### config.mk
export PLATFORM = sky130hd
export DESIGN_NAME = acc_muldiv
export DESIGN_NICKNAME = d
export VERILOG_FILES = /design/src/rtl/acc_muldiv_pkg.sv /design/src/rtl/acc_muldiv_prep.sv /design/src/rtl/acc_muldiv_core.sv /design/src/rtl/acc_muldiv_pack.sv /design/src/rtl/acc_muldiv.sv
export SDC_FILE = /design/constraint.sdc
export NUM_CORES = 1
export LEC_CHECK = 0
export CAP_MARGIN = 20
export CELL_PAD_IN_SITES_DETAIL_PLACEMENT = 1
export CELL_PAD_IN_SITES_GLOBAL_PLACEMENT = 2
export CORE_MARGIN = 1
export CORE_UTILIZATION = 29
export DETAILED_ROUTE_END_ITERATION = 8
export HOLD_SLACK_MARGIN = 0.08
export PLACE_DENSITY = 0.75
export SLEW_MARGIN = 0
export SYNTH_ARGS = -nofsm -noshare
export SYNTH_HDL_FRONTEND = slang
export SYNTH_SLANG_ARGS = --single-unit
### constraint.sdc
create_clock -name clk -period 5.7 [get_ports clk]
set_clock_uncertainty 0.2 [all_clocks]
set_input_delay 1.14 -clock clk [delete_from_list [all_inputs] [get_ports clk]]
set_output_delay 1.14 -clock clk [all_outputs]
set_load 0.02 [all_outputs]
### src/rtl/acc_muldiv_pkg.sv
package acc_muldiv_pkg;

  typedef enum logic [1:0] {
    S_IDLE,
    S_SETUP,
    S_ITER,
    S_FIN
  } mdu_state_e;

  typedef struct packed {
    logic is_div;
    logic is_signed;
    logic is_word;
  } mdu_cmd_t;

endpackage

### src/rtl/acc_muldiv_prep.sv
// Converts latched operands into unsigned magnitudes plus result signs.
module acc_muldiv_prep
  import acc_muldiv_pkg::*;
#(
  parameter int W = 16
) (
  input  mdu_cmd_t       cmd,
  input  logic [W-1:0]   ax,
  input  logic [W-1:0]   dx,
  input  logic [W-1:0]   src,
  output logic [W-1:0]   a_mag,
  output logic [W-1:0]   b_mag,
  output logic [2*W-1:0] dvd_mag,
  output logic           neg_q,
  output logic           neg_r
);
  localparam int H = W / 2;

  logic           sa, sb, sd;
  logic [H-1:0]   ax_lo_neg, src_lo_neg;
  logic [W-1:0]   ax_neg, src_neg;
  logic [2*W-1:0] pair_neg;

  always_comb begin
    ax_lo_neg  = -ax[H-1:0];
    src_lo_neg = -src[H-1:0];
    ax_neg     = -ax;
    src_neg    = -src;
    pair_neg   = -{dx, ax};

    sa = cmd.is_signed & (cmd.is_word ? ax[W-1]  : ax[H-1]);
    sb = cmd.is_signed & (cmd.is_word ? src[W-1] : src[H-1]);
    sd = cmd.is_signed & (cmd.is_word ? dx[W-1]  : ax[W-1]);

    if (cmd.is_word) a_mag = sa ? ax_neg : ax;
    else             a_mag = {{H{1'b0}}, (sa ? ax_lo_neg : ax[H-1:0])};

    if (cmd.is_word) b_mag = sb ? src_neg : src;
    else             b_mag = {{H{1'b0}}, (sb ? src_lo_neg : src[H-1:0])};

    if (cmd.is_word) dvd_mag = sd ? pair_neg : {dx, ax};
    else             dvd_mag = {{W{1'b0}}, (sd ? ax_neg : ax)};

    neg_q = cmd.is_div ? (sd ^ sb) : (sa ^ sb);
    neg_r = sd;
  end
endmodule

### src/rtl/acc_muldiv_core.sv
// One bit per cycle: shift-add multiply or restoring divide on magnitudes.
module acc_muldiv_core #(
  parameter int W = 16
) (
  input  logic           clk,
  input  logic           rst_n,
  input  logic           load,
  input  logic           step,
  input  logic           is_div,
  input  logic           is_word,
  input  logic [W-1:0]   a_mag,
  input  logic [W-1:0]   b_mag,
  input  logic [2*W-1:0] dvd_mag,
  output logic [2*W-1:0] prod_mag,
  output logic [W-1:0]   quo_mag,
  output logic [W-1:0]   rem_mag,
  output logic           ovf_pre
);
  localparam int H = W / 2;

  logic [W:0]   hi;
  logic [W-1:0] lo;
  logic         ovf_q;

  logic [W:0]   mul_sum;
  logic         lo_top;
  logic [W:0]   div_shift;
  logic [W+1:0] div_trial;
  logic         div_ge;
  logic [W-1:0] dvd_hi, dvd_lo;

  always_comb begin
    mul_sum   = hi + (lo[0] ? {1'b0, a_mag} : '0);
    lo_top    = is_word ? lo[W-1] : lo[H-1];
    div_shift = {hi[W-1:0], lo_top};
    div_trial = {1'b0, div_shift} - {2'b00, b_mag};
    div_ge    = ~div_trial[W+1];
    dvd_hi    = is_word ? dvd_mag[2*W-1:W] : {{H{1'b0}}, dvd_mag[W-1:H]};
    dvd_lo    = is_word ? dvd_mag[W-1:0]   : {{H{1'b0}}, dvd_mag[H-1:0]};
  end

  always_ff @(posedge clk or negedge rst_n) begin
    if (!rst_n) begin
      hi    <= '0;
      lo    <= '0;
      ovf_q <= 1'b0;
    end else if (load) begin
      if (is_div) begin
        hi    <= {1'b0, dvd_hi};
        lo    <= dvd_lo;
        ovf_q <= (dvd_hi >= b_mag);
      end else begin
        hi    <= '0;
        lo    <= b_mag;
        ovf_q <= 1'b0;
      end
    end else if (step) begin
      if (is_div) begin
        hi <= div_ge ? div_trial[W:0] : div_shift;
        lo <= {lo[W-2:0], div_ge};
      end else begin
        {hi, lo} <= {mul_sum, lo} >> 1;
      end
    end
  end

  assign prod_mag = is_word ? {hi[W-1:0], lo} : {{W{1'b0}}, hi[H-1:0], lo[W-1:H]};
  assign quo_mag  = is_word ? lo : {{H{1'b0}}, lo[H-1:0]};
  assign rem_mag  = hi[W-1:0];
  assign ovf_pre  = ovf_q;
endmodule

### src/rtl/acc_muldiv_pack.sv
// Applies signs, checks the quotient range and places results in AX/DX.
module acc_muldiv_pack
  import acc_muldiv_pkg::*;
#(
  parameter int W = 16
) (
  input  mdu_cmd_t       cmd,
  input  logic           neg_q,
  input  logic           neg_r,
  input  logic [2*W-1:0] prod_mag,
  input  logic [W-1:0]   quo_mag,
  input  logic [W-1:0]   rem_mag,
  input  logic           ovf_pre,
  input  logic [W-1:0]   ax_in,
  input  logic [W-1:0]   dx_in,
  output logic [W-1:0]   ax_new,
  output logic [W-1:0]   dx_new,
  output logic           err
);
  localparam int H = W / 2;

  logic [2*W-1:0] prod_s;
  logic [W-1:0]   quo_s, rem_s;
  logic           q_top, q_rest_nz, range_bad;

  always_comb begin
    prod_s    = neg_q ? -prod_mag : prod_mag;
    quo_s     = neg_q ? -quo_mag  : quo_mag;
    rem_s     = neg_r ? -rem_mag  : rem_mag;
    q_top     = cmd.is_word ? quo_mag[W-1] : quo_mag[H-1];
    q_rest_nz = cmd.is_word ? (|quo_mag[W-2:0]) : (|quo_mag[H-2:0]);
    range_bad = cmd.is_signed & q_top & (~neg_q | q_rest_nz);
    err       = cmd.is_div & (ovf_pre | range_bad);

    ax_new = ax_in;
    dx_new = dx_in;
    if (!err) begin
      if (cmd.is_div) begin
        if (cmd.is_word) begin
          ax_new = quo_s;
          dx_new = rem_s;
        end else begin
          ax_new = {rem_s[H-1:0], quo_s[H-1:0]};
        end
      end else begin
        ax_new = prod_s[W-1:0];
        if (cmd.is_word) dx_new = prod_s[2*W-1:W];
      end
    end
  end
endmodule

### src/rtl/acc_muldiv.sv
module acc_muldiv
  import acc_muldiv_pkg::*;
#(
  parameter int DATA_W = 16
) (
  input  logic              clk,
  input  logic              rst_n,
  input  logic              req_valid,
  output logic              req_ready,
  input  logic              op_div,
  input  logic              op_signed,
  input  logic              op_word,
  input  logic [DATA_W-1:0] ax_in,
  input  logic [DATA_W-1:0] dx_in,
  input  logic [DATA_W-1:0] src_in,
  output logic              busy,
  output logic              rsp_valid,
  output logic [DATA_W-1:0] ax_out,
  output logic [DATA_W-1:0] dx_out,
  output logic              div_err
);
  localparam int HALF_W = DATA_W / 2;
  localparam int CNT_W  = $clog2(DATA_W + 1);

  mdu_state_e        state;
  mdu_cmd_t          cmd_q;
  logic [DATA_W-1:0] ax_q, dx_q, src_q;
  logic [CNT_W-1:0]  step_cnt;
  logic              accept;

  logic [DATA_W-1:0]   a_mag, b_mag, quo_mag, rem_mag, ax_new, dx_new;
  logic [2*DATA_W-1:0] dvd_mag, prod_mag;
  logic                neg_q, neg_r, ovf_pre, err_new;

  assign busy      = (state != S_IDLE);
  assign req_ready = ~busy;
  assign accept    = req_valid & req_ready;

  acc_muldiv_prep #(.W(DATA_W)) u_prep (
    .cmd     (cmd_q),
    .ax      (ax_q),
    .dx      (dx_q),
    .src     (src_q),
    .a_mag   (a_mag),
    .b_mag   (b_mag),
    .dvd_mag (dvd_mag),
    .neg_q   (neg_q),
    .neg_r   (neg_r)
  );

  acc_muldiv_core #(.W(DATA_W)) u_core (
    .clk      (clk),
    .rst_n    (rst_n),
    .load     (state == S_SETUP),
    .step     (state == S_ITER),
    .is_div   (cmd_q.is_div),
    .is_word  (cmd_q.is_word),
    .a_mag    (a_mag),
    .b_mag    (b_mag),
    .dvd_mag  (dvd_mag),
    .prod_mag (prod_mag),
    .quo_mag  (quo_mag),
    .rem_mag  (rem_mag),
    .ovf_pre  (ovf_pre)
  );

  acc_muldiv_pack #(.W(DATA_W)) u_pack (
    .cmd      (cmd_q),
    .neg_q    (neg_q),
    .neg_r    (neg_r),
    .prod_mag (prod_mag),
    .quo_mag  (quo_mag),
    .rem_mag  (rem_mag),
    .ovf_pre  (ovf_pre),
    .ax_in    (ax_q),
    .dx_in    (dx_q),
    .ax_new   (ax_new),
    .dx_new   (dx_new),
    .err      (err_new)
  );

  always_ff @(posedge clk or negedge rst_n) begin
    if (!rst_n) begin
      state     <= S_IDLE;
      cmd_q     <= '0;
      ax_q      <= '0;
      dx_q      <= '0;
      src_q     <= '0;
      step_cnt  <= '0;
      ax_out    <= '0;
      dx_out    <= '0;
      div_err   <= 1'b0;
      rsp_valid <= 1'b0;
    end else begin
      rsp_valid <= 1'b0;
      unique case (state)
        S_IDLE: if (accept) begin
          cmd_q <= '{is_div: op_div, is_signed: op_signed, is_word: op_word};
          ax_q  <= ax_in;
          dx_q  <= dx_in;
          src_q <= src_in;
          state <= S_SETUP;
        end
        S_SETUP: begin
          step_cnt <= cmd_q.is_word ? CNT_W'(DATA_W) : CNT_W'(HALF_W);
          state    <= S_ITER;
        end
        S_ITER: begin
          step_cnt <= step_cnt - 1'b1;
          if (step_cnt == CNT_W'(1)) state <= S_FIN;
        end
        S_FIN: begin
          ax_out    <= ax_new;
          dx_out    <= dx_new;
          div_err   <= err_new;
          rsp_valid <= 1'b1;
          state     <= S_IDLE;
        end
        default: state <= S_IDLE;
      endcase
    end
  end
endmodule

==> results of run 1 <==
==> worst paths after layout <==
check	startpoint	to	slack, ns	cells after the start
worst min-delay path	dx_out[0]$_DFFE_PN0P_	dx_out[0]$_DFFE_PN0P_	0.31	1
worst max-delay path	src_q[2]$_DFFE_PN0P_	u_core.hi[14]$_DFFE_PN0P_	0.82	15
worst min register to register	dx_out[0]$_DFFE_PN0P_	dx_out[0]$_DFFE_PN0P_	0.31	1
max in group asynchronous	rst_n	dx_out[13]$_DFFE_PN0P_	3.80	2
worst max register to register	src_q[2]$_DFFE_PN0P_	u_core.hi[14]$_DFFE_PN0P_	0.82	15
min in group asynchronous	rst_n	u_core.lo[10]$_DFFE_PN0P_	0.37	1
==> flip-flops by register name (all words and copies together), names as in the netlist, 2 cells and up <==
name	count
ax_out	16
u_core.hi	17
step_cnt	5
dx_q	16
ax_q	16
dx_out	16
state	2
u_core.lo	16
cmd_q	3
src_q	16
==> cell families (layout without fill, tap and decap cells) <==
group | count (synthesis) | after routing
AOI/OAI and AO/OA | 405 | 405
and+or+nand+nor | 404 | 404
buffers and inverters | 144 | 196
xor gates and xnor gates | 126 | 126
DFF | 126 | 126
muxes | 103 | 103
adders and majority gates | 62 | 62
==> placed cells by master, fill, tap and decap left out, types with 46 or more instances in the layout <==
cell type / n
o21ai_0: 94
mux2_2: 74
dfrtp_1: 124
nand2_1: 117
ha_1: 55
inv_1: 46
clkdlybuf4s50_1: 88
nor2_1: 150
a21oi_1: 126
xor2_1: 61
xnor2_1: 64
==> cell usage after synthesis, drive strengths merged, types with 3 or more instances <==
cell       n
nor2     151
a21oi    127
dfrtp    126
nand2    119
o21ai    106
mux2      74
clkbuf    71
xnor2     64
xor2      61
ha        58
inv       47
nor3      31
mux2i     28
a31oi     25
buf       25
o211ai    25
a21o      22
a211oi    18
or3       15
nand3     13
nor4      13
o22ai     10
o31ai     10
nand2b     9
a221oi     8
nor2b      8
or4        8
a311oi     7
nand3b     7
nand4      7
nor3b      7
o41ai      6
and2       5
o21bai     5
or2        5
a21boi     4
o221ai     4
o2bb2ai    4
a22oi      3
a2bb2oi    3
and3       3
==> area by class of cell <==
class	instances	share of cell area [%]
Clock buffer	22	3.52
Clock inverter	10	1.58
Inverter	48	1.37
Multi-Input combinational cell	1100	56.5
Sequential cell	126	23.9
Tap cell	511	4.85
Timing Repair Buffer	116	8.30
==> metal layers <==
layer	track usage, %	vias up	wire (um)
li1	-	4985	-
met1	30.3	5417	20100
met2	38.2	234	21200
met3	3.56	64	1510
met4	7.84	0	1210
met5	0	-	0
==> per-stage QoR <==
stage,area [um2],cells,util [%]
floorplan,11200,1370,-
global placement,12500,1901,33.2
detailed placement,12500,1901,33.2
CTS,13200,1933,34.9
global route,13200,1933,34.9
finish,13200,1933,34.9
==> flow_metrics.tcl, run 1 <==
set metrics [dict create \
    drc 0 \
    wl_per_cell_um 22.8 \
    htree_num_levels 4 \
    grt_pass1_wl_um 67600 \
    post-synth-top-area-fraction_pct 28.2 \
    clk_pin_slew_ns 0.06 \
    drt_wl_total_um 44000 \
    nFillCells 4431 \
    synth_edf_count 0 \
    slowest_delay_ns 0.57 \
    hold_slack_ns 0.311 \
    synth_top_family_by_area "compound AO/OA/AOI/OAI gates" \
    dp_hpwl_um 33300 \
    hold_viol 0 \
    vias 10700 \
    synth_cell_types 84 \
    gr-usage-all-layers_pct 23.1 \
    drive_above_1_share_pct 11.3 \
    crit_fanout 16 \
    yosys.area_share.adder_pct 7.05 \
    critical_path_buf_inv_count 0 \
    placement_rows 71 \
    status "finished, final reports clean" \
    netlist_instances 1370 \
    place.gp.congestion 0.918 \
    first_pass_iters 5 \
    start_util_pct 29.6 \
    setup_viol 0 \
    critPathLaunchType "flip-flop" \
    cts_resized 0 \
    die_w_um 198 \
    setup_ws_ns 0.816 \
    dieArea_um2 39300 \
    area_growth_pct 18.2 \
    slew_violations 0 \
    ys.flop_type "dfrtp_1" \
    cap_violations 0 \
    grt_pass1_vias 11000 \
    critPathSlowestCell "o41ai_1" \
    syn_area_um2 11200 \
    cp.arrival_ns 5.01 \
    ys.warnings.count 0 \
    cts_root_buf "clkbuf_16" \
    cts_buffers 17 \
    insertion_delay_ns 0.44 \
    hold_path_class "reg -> reg" \
    tightest_slew_ns 0.920 \
    crit_family "compound AO/OA/AOI/OAI gates" \
    yosys.area.top_type "dfrtp_1" \
    synthArstFlopShare_pct 100 \
    synth_mux_area_share_pct 10.2 \
    cts_tree "done" \
    min_period_ns 4.88 \
    endpoint_kind "flip-flop" \
    dp_slack_ns 0.863 \
    num_antenna_cells 0 \
    cts.sinks 126 \
    drt_iter0_markers 644 \
    io_pins 90 \
    rsz0062_at_grt "no" \
    synth_compound_area_share_pct 22.7 \
    max-clock-path-buffers 2 \
    synthSimpleGateAreaFrac_pct 16.7 \
    nets 1523 \
    final.setup.tns_ns 0 \
    avgSynthCellArea_um2 8.15 \
    ys_ff_latch 126 \
    max_freq_ghz 0.205 \
    die_y_um 198 \
    antenna_found_initial 0 \
    worst-setup-path-type "reg -> reg" \
    period_share_pct 85.7 \
    overflow 0 \
    crit_required_ns 5.82 \
    regArea_um2 3160 \
    multi_input_area_um2 7450 \
    synth_area_leaders "dfrtp_1, mux2_2, ha_1" \
    grt_max_degree 72 \
    synth_xor_area_share_pct 10.0 \
    antenna_left 0 \
    postCtsHoldBufs 0 \
    synth_fp_nets 1484 \
    port_buffers 89 \
    vias_per_cell 5.54 \
    slew_headroom_pct 38.6 \
    ys_seq_area_share_pct 28.2 \
    crit_chain "nor3_1 -> nor3b_1 -> nand2_1 -> o41ai_1 -> o21ai_1 -> xor2_1 -> nand2_1 -> ha_1 -> a21o_1 -> a211oi_1 -> o21ai_0 -> o21bai_2 -> or4_1 -> o31ai_1 -> nor3_1" \
    cts_setup_buffers 0 \
    core_um2 37800 \
]
Power of run 1 is left out: the tool's default activity adds up to more than one toggle a clock period on the data nets, which glitch-free logic cannot reach.
==> run 2, diff against run 1 <==
--- a/config.mk
+++ b/config.mk
@@ -5,6 +5,7 @@
 export SDC_FILE = /design/constraint.sdc
 export NUM_CORES = 1
 export LEC_CHECK = 0
+export ABC_AREA = 1
 export CAP_MARGIN = 20
 export CELL_PAD_IN_SITES_DETAIL_PLACEMENT = 1
 export CELL_PAD_IN_SITES_GLOBAL_PLACEMENT = 2
@@ -12,7 +13,8 @@
 export CORE_UTILIZATION = 29
 export DETAILED_ROUTE_END_ITERATION = 8
 export HOLD_SLACK_MARGIN = 0.08
-export PLACE_DENSITY = 0.75
+export PLACE_DENSITY = 0.8
+export SETUP_SLACK_MARGIN = 0.4
 export SLEW_MARGIN = 0
 export SYNTH_ARGS = -nofsm -noshare
 export SYNTH_HDL_FRONTEND = slang
==> run 2 against run 1 <==
Against the previous run:
- via count increased by 23%
- die area grew 4.8%
- sequential cell count stayed put
- register-to-register slack better by 0.25 ns
- cell area increased by 3.3%
- wire length increased by 22%
- synthesized cell count up 32%
- sequential share of layout area is 0.79 points lower
- worst setup slack improved by 0.25 ns
- worst hold slack lost 0.031 ns
- critical path type unchanged
- maximum frequency is 5.5% higher
- core utilization fell by 0.63 points
==> flow_metrics.tcl, run 2 <==
set metrics [dict create \
    status "finished, final reports clean" \
    synth_cell_types 50 \
    r2r_start "ax_q[15]$_DFFE_PN0P_" \
    placed_cell_area_um2 13100 \
    core_um2 39700 \
    nets 1974 \
    max-clock-path-buffers 2 \
    ys_top_cells_by_count "nand2_1, nor2_1, o21ai_0, inv_1, a21oi_1" \
    reg2reg_setup_slack_ns 1.07 \
    vias 13200 \
    setup.worst_path.start "ax_q[15]$_DFFE_PN0P_" \
    slew_violations 0 \
    drive_above_1_share_pct 6.57 \
    wl_per_cell_um 22.5 \
    port_buffers 89 \
    multi_input_area_um2 7530 \
    yosys.area.top_type "dfrtp_1" \
    ys.warnings.count 0 \
    max_freq_ghz 0.216 \
    hold_path_class "reg -> reg" \
    vias_per_cell 5.51 \
    min_period_ns 4.63 \
    regArea_um2 3160 \
    syn_area_um2 11700 \
    regMostFlops "u_core.hi" \
    placement_rows 73 \
    slew_headroom_pct 36.0 \
    io_pins 90 \
    dieArea_um2 41200 \
    drc 0 \
    insertion_delay_ns 0.45 \
    synth_area_leaders "dfrtp_1, nand2_1, o21ai_0" \
    netlist_instances 1814 \
    reg2reg_to "dx_out[15]$_DFFE_PN0P_" \
    critPathSlowestCell "dfrtp_1" \
    synth_fp_nets 1928 \
    rsz0062_at_grt "no" \
    area_growth_pct 16.5 \
    die_w_um 203 \
    post-synth-top-area-fraction_pct 26.9 \
    crit_path_frequent_cell "nand2_1" \
    cp.arrival_ns 4.76 \
    antenna_left 0 \
    ys.flop_type "dfrtp_1" \
    clk_pin_slew_ns 0.06 \
    setup_viol 0 \
    die_y_um 203 \
    first_pass_iters 5 \
    final.setup.tns_ns 0 \
    crit_fanout 27 \
    hold_viol 0 \
    grt_max_degree 90 \
    cap_violations 0 \
    final_cell_mix "nand2_1, nor2_1, o21ai_0" \
    cts_root_buf "clkbuf_16" \
    critPathLaunchType "flip-flop" \
    grt_pass1_wl_um 81500 \
    nFillCells 5088 \
    cts_buffers 17 \
    avgSynthCellArea_um2 6.45 \
    cts.sinks 126 \
    htree_num_levels 4 \
    worst-setup-path-type "reg -> reg" \
    place.gp.congestion 0.935 \
    cts_setup_buffers 0 \
    final_common_cell "nand2_1" \
    cts_resized 0 \
    synth_edf_count 0 \
    synthArstFlopShare_pct 100 \
    postCtsHoldBufs 0 \
    drt_wl_total_um 53900 \
    overflow 0 \
    ys_seq_area_share_pct 26.9 \
    drt_iter0_markers 993 \
    synth.most_common_cell "nand2_1" \
    num_antenna_cells 0 \
    reg2reg_depth 18 \
    tightest_slew_ns 0.960 \
    grt_pass1_vias 13100 \
    cts_tree "done" \
    largest_register_ffs 17 \
    crit_chain "inv_2 -> o21ai_1 -> nand2_1 -> buf_4 -> inv_2 -> nand2_1 -> o21ai_1 -> nand2_1 -> nand2_2 -> a21oi_1 -> o21ai_1 -> nand2_1 -> nand2_1 -> nand2_2 -> buf_4 -> or2_2 -> nand3_1 -> nand2_1" \
    antenna_found_initial 0 \
    endpoint_kind "flip-flop" \
    start_util_pct 29.5 \
    period_share_pct 81.2 \
    slowest_delay_ns 0.49 \
    crit_required_ns 5.83 \
    ys_ff_latch 126 \
    cp-endpoint "dx_out[15]$_DFFE_PN0P_" \
    gr-usage-all-layers_pct 26.1 \
    dp_hpwl_um 42000 \
    design_area_um2 13600 \
]
## run 2: cell count changes after synthesis, sizes merged, moves of 51 or more
cell / change
nand2: +301
nor2: +51
nand3: +126
xnor2: -55
o21ai: +97
mux2: -62
inv: +133
## run 2: how the worst min path moves through the flow
stage | start | depth (start not counted) | endpoint | slack, ns
2_1_floorplan | u_core.ovf_pre$_DFFE_PN0P_ | 2 | u_core.ovf_pre$_DFFE_PN0P_ | 0.25
3_3_place_gp | dx_out[11]$_DFFE_PN0P_ | 2 | dx_out[11]$_DFFE_PN0P_ | 0.26
3_5_place_dp | dx_out[11]$_DFFE_PN0P_ | 2 | dx_out[11]$_DFFE_PN0P_ | 0.27
4_1_cts | ax_out[15]$_DFFE_PN0P_ | 2 | ax_out[15]$_DFFE_PN0P_ | 0.29
5_1_grt | dx_out[11]$_DFFE_PN0P_ | 2 | dx_out[11]$_DFFE_PN0P_ | 0.30
6_report | ax_out[6]$_DFFE_PN0P_ | 2 | ax_out[6]$_DFFE_PN0P_ | 0.28
## run 2: final cells by class
| type | instances | share of cell area, % |
|---|---|---|
| inverters | 182 | 5.01 |
| clock buffers | 17 | 3.12 |
| flip-flops and latches | 126 | 23.1 |
| well taps | 525 | 4.82 |
| repair buffers | 110 | 7.85 |
| multi-input cells | 1423 | 55.2 |
| clock inverters | 15 | 0.853 |
## run 2: cell families after synthesis
family                   after synthesis  synth area share (%)
multiplexers                          12                  1.15
buffers and inverters                265                  8.83
AND/OR/NAND/NOR                      846                  30.7
XOR/XNOR                              55                  4.11
adder cells (fa/ha/maj)               60                  6.54
AO/OA/AOI/OAI                        450                  21.7
flip-flops                           126                  26.9
## run 2: per-layer routing
layer  vias up  global-route usage (%)  routed length, um
met5         -                       0                  0
met4         0                    8.32               1550
met3        80                    3.10               2840
met2       444                    42.0              24400
met1      6497                    36.2              25100
li1       6191                       -                  -
## run 2: critical path: cells and delay by family, from the launching register on
| family | cells | cell delay (ns) |
|---|---|---|
| flops | 1 | 0.49 |
| simple gates | 10 | 2.06 |
| compound gates | 4 | 0.77 |
| buf+inv | 4 | 0.93 |
## run 2: metrics by stage
| stage | hold WS (ns) | utilization (%) | cells | worst slack, ns |
|---|---|---|---|---|
| after floorplan | 0.249 | - | 1814 | 2.36 |
| after global placement | 0.264 | 32.9 | 2365 | 1.14 |
| final | 0.280 | 34.3 | 2398 | 1.07 |
| after global routing | 0.300 | 34.3 | 2398 | 0.732 |
| after detailed placement | 0.268 | 32.9 | 2365 | 1.12 |
| after CTS | 0.286 | 34.2 | 2397 | 1.10 |
Power of run 2 is left out for the same reason.
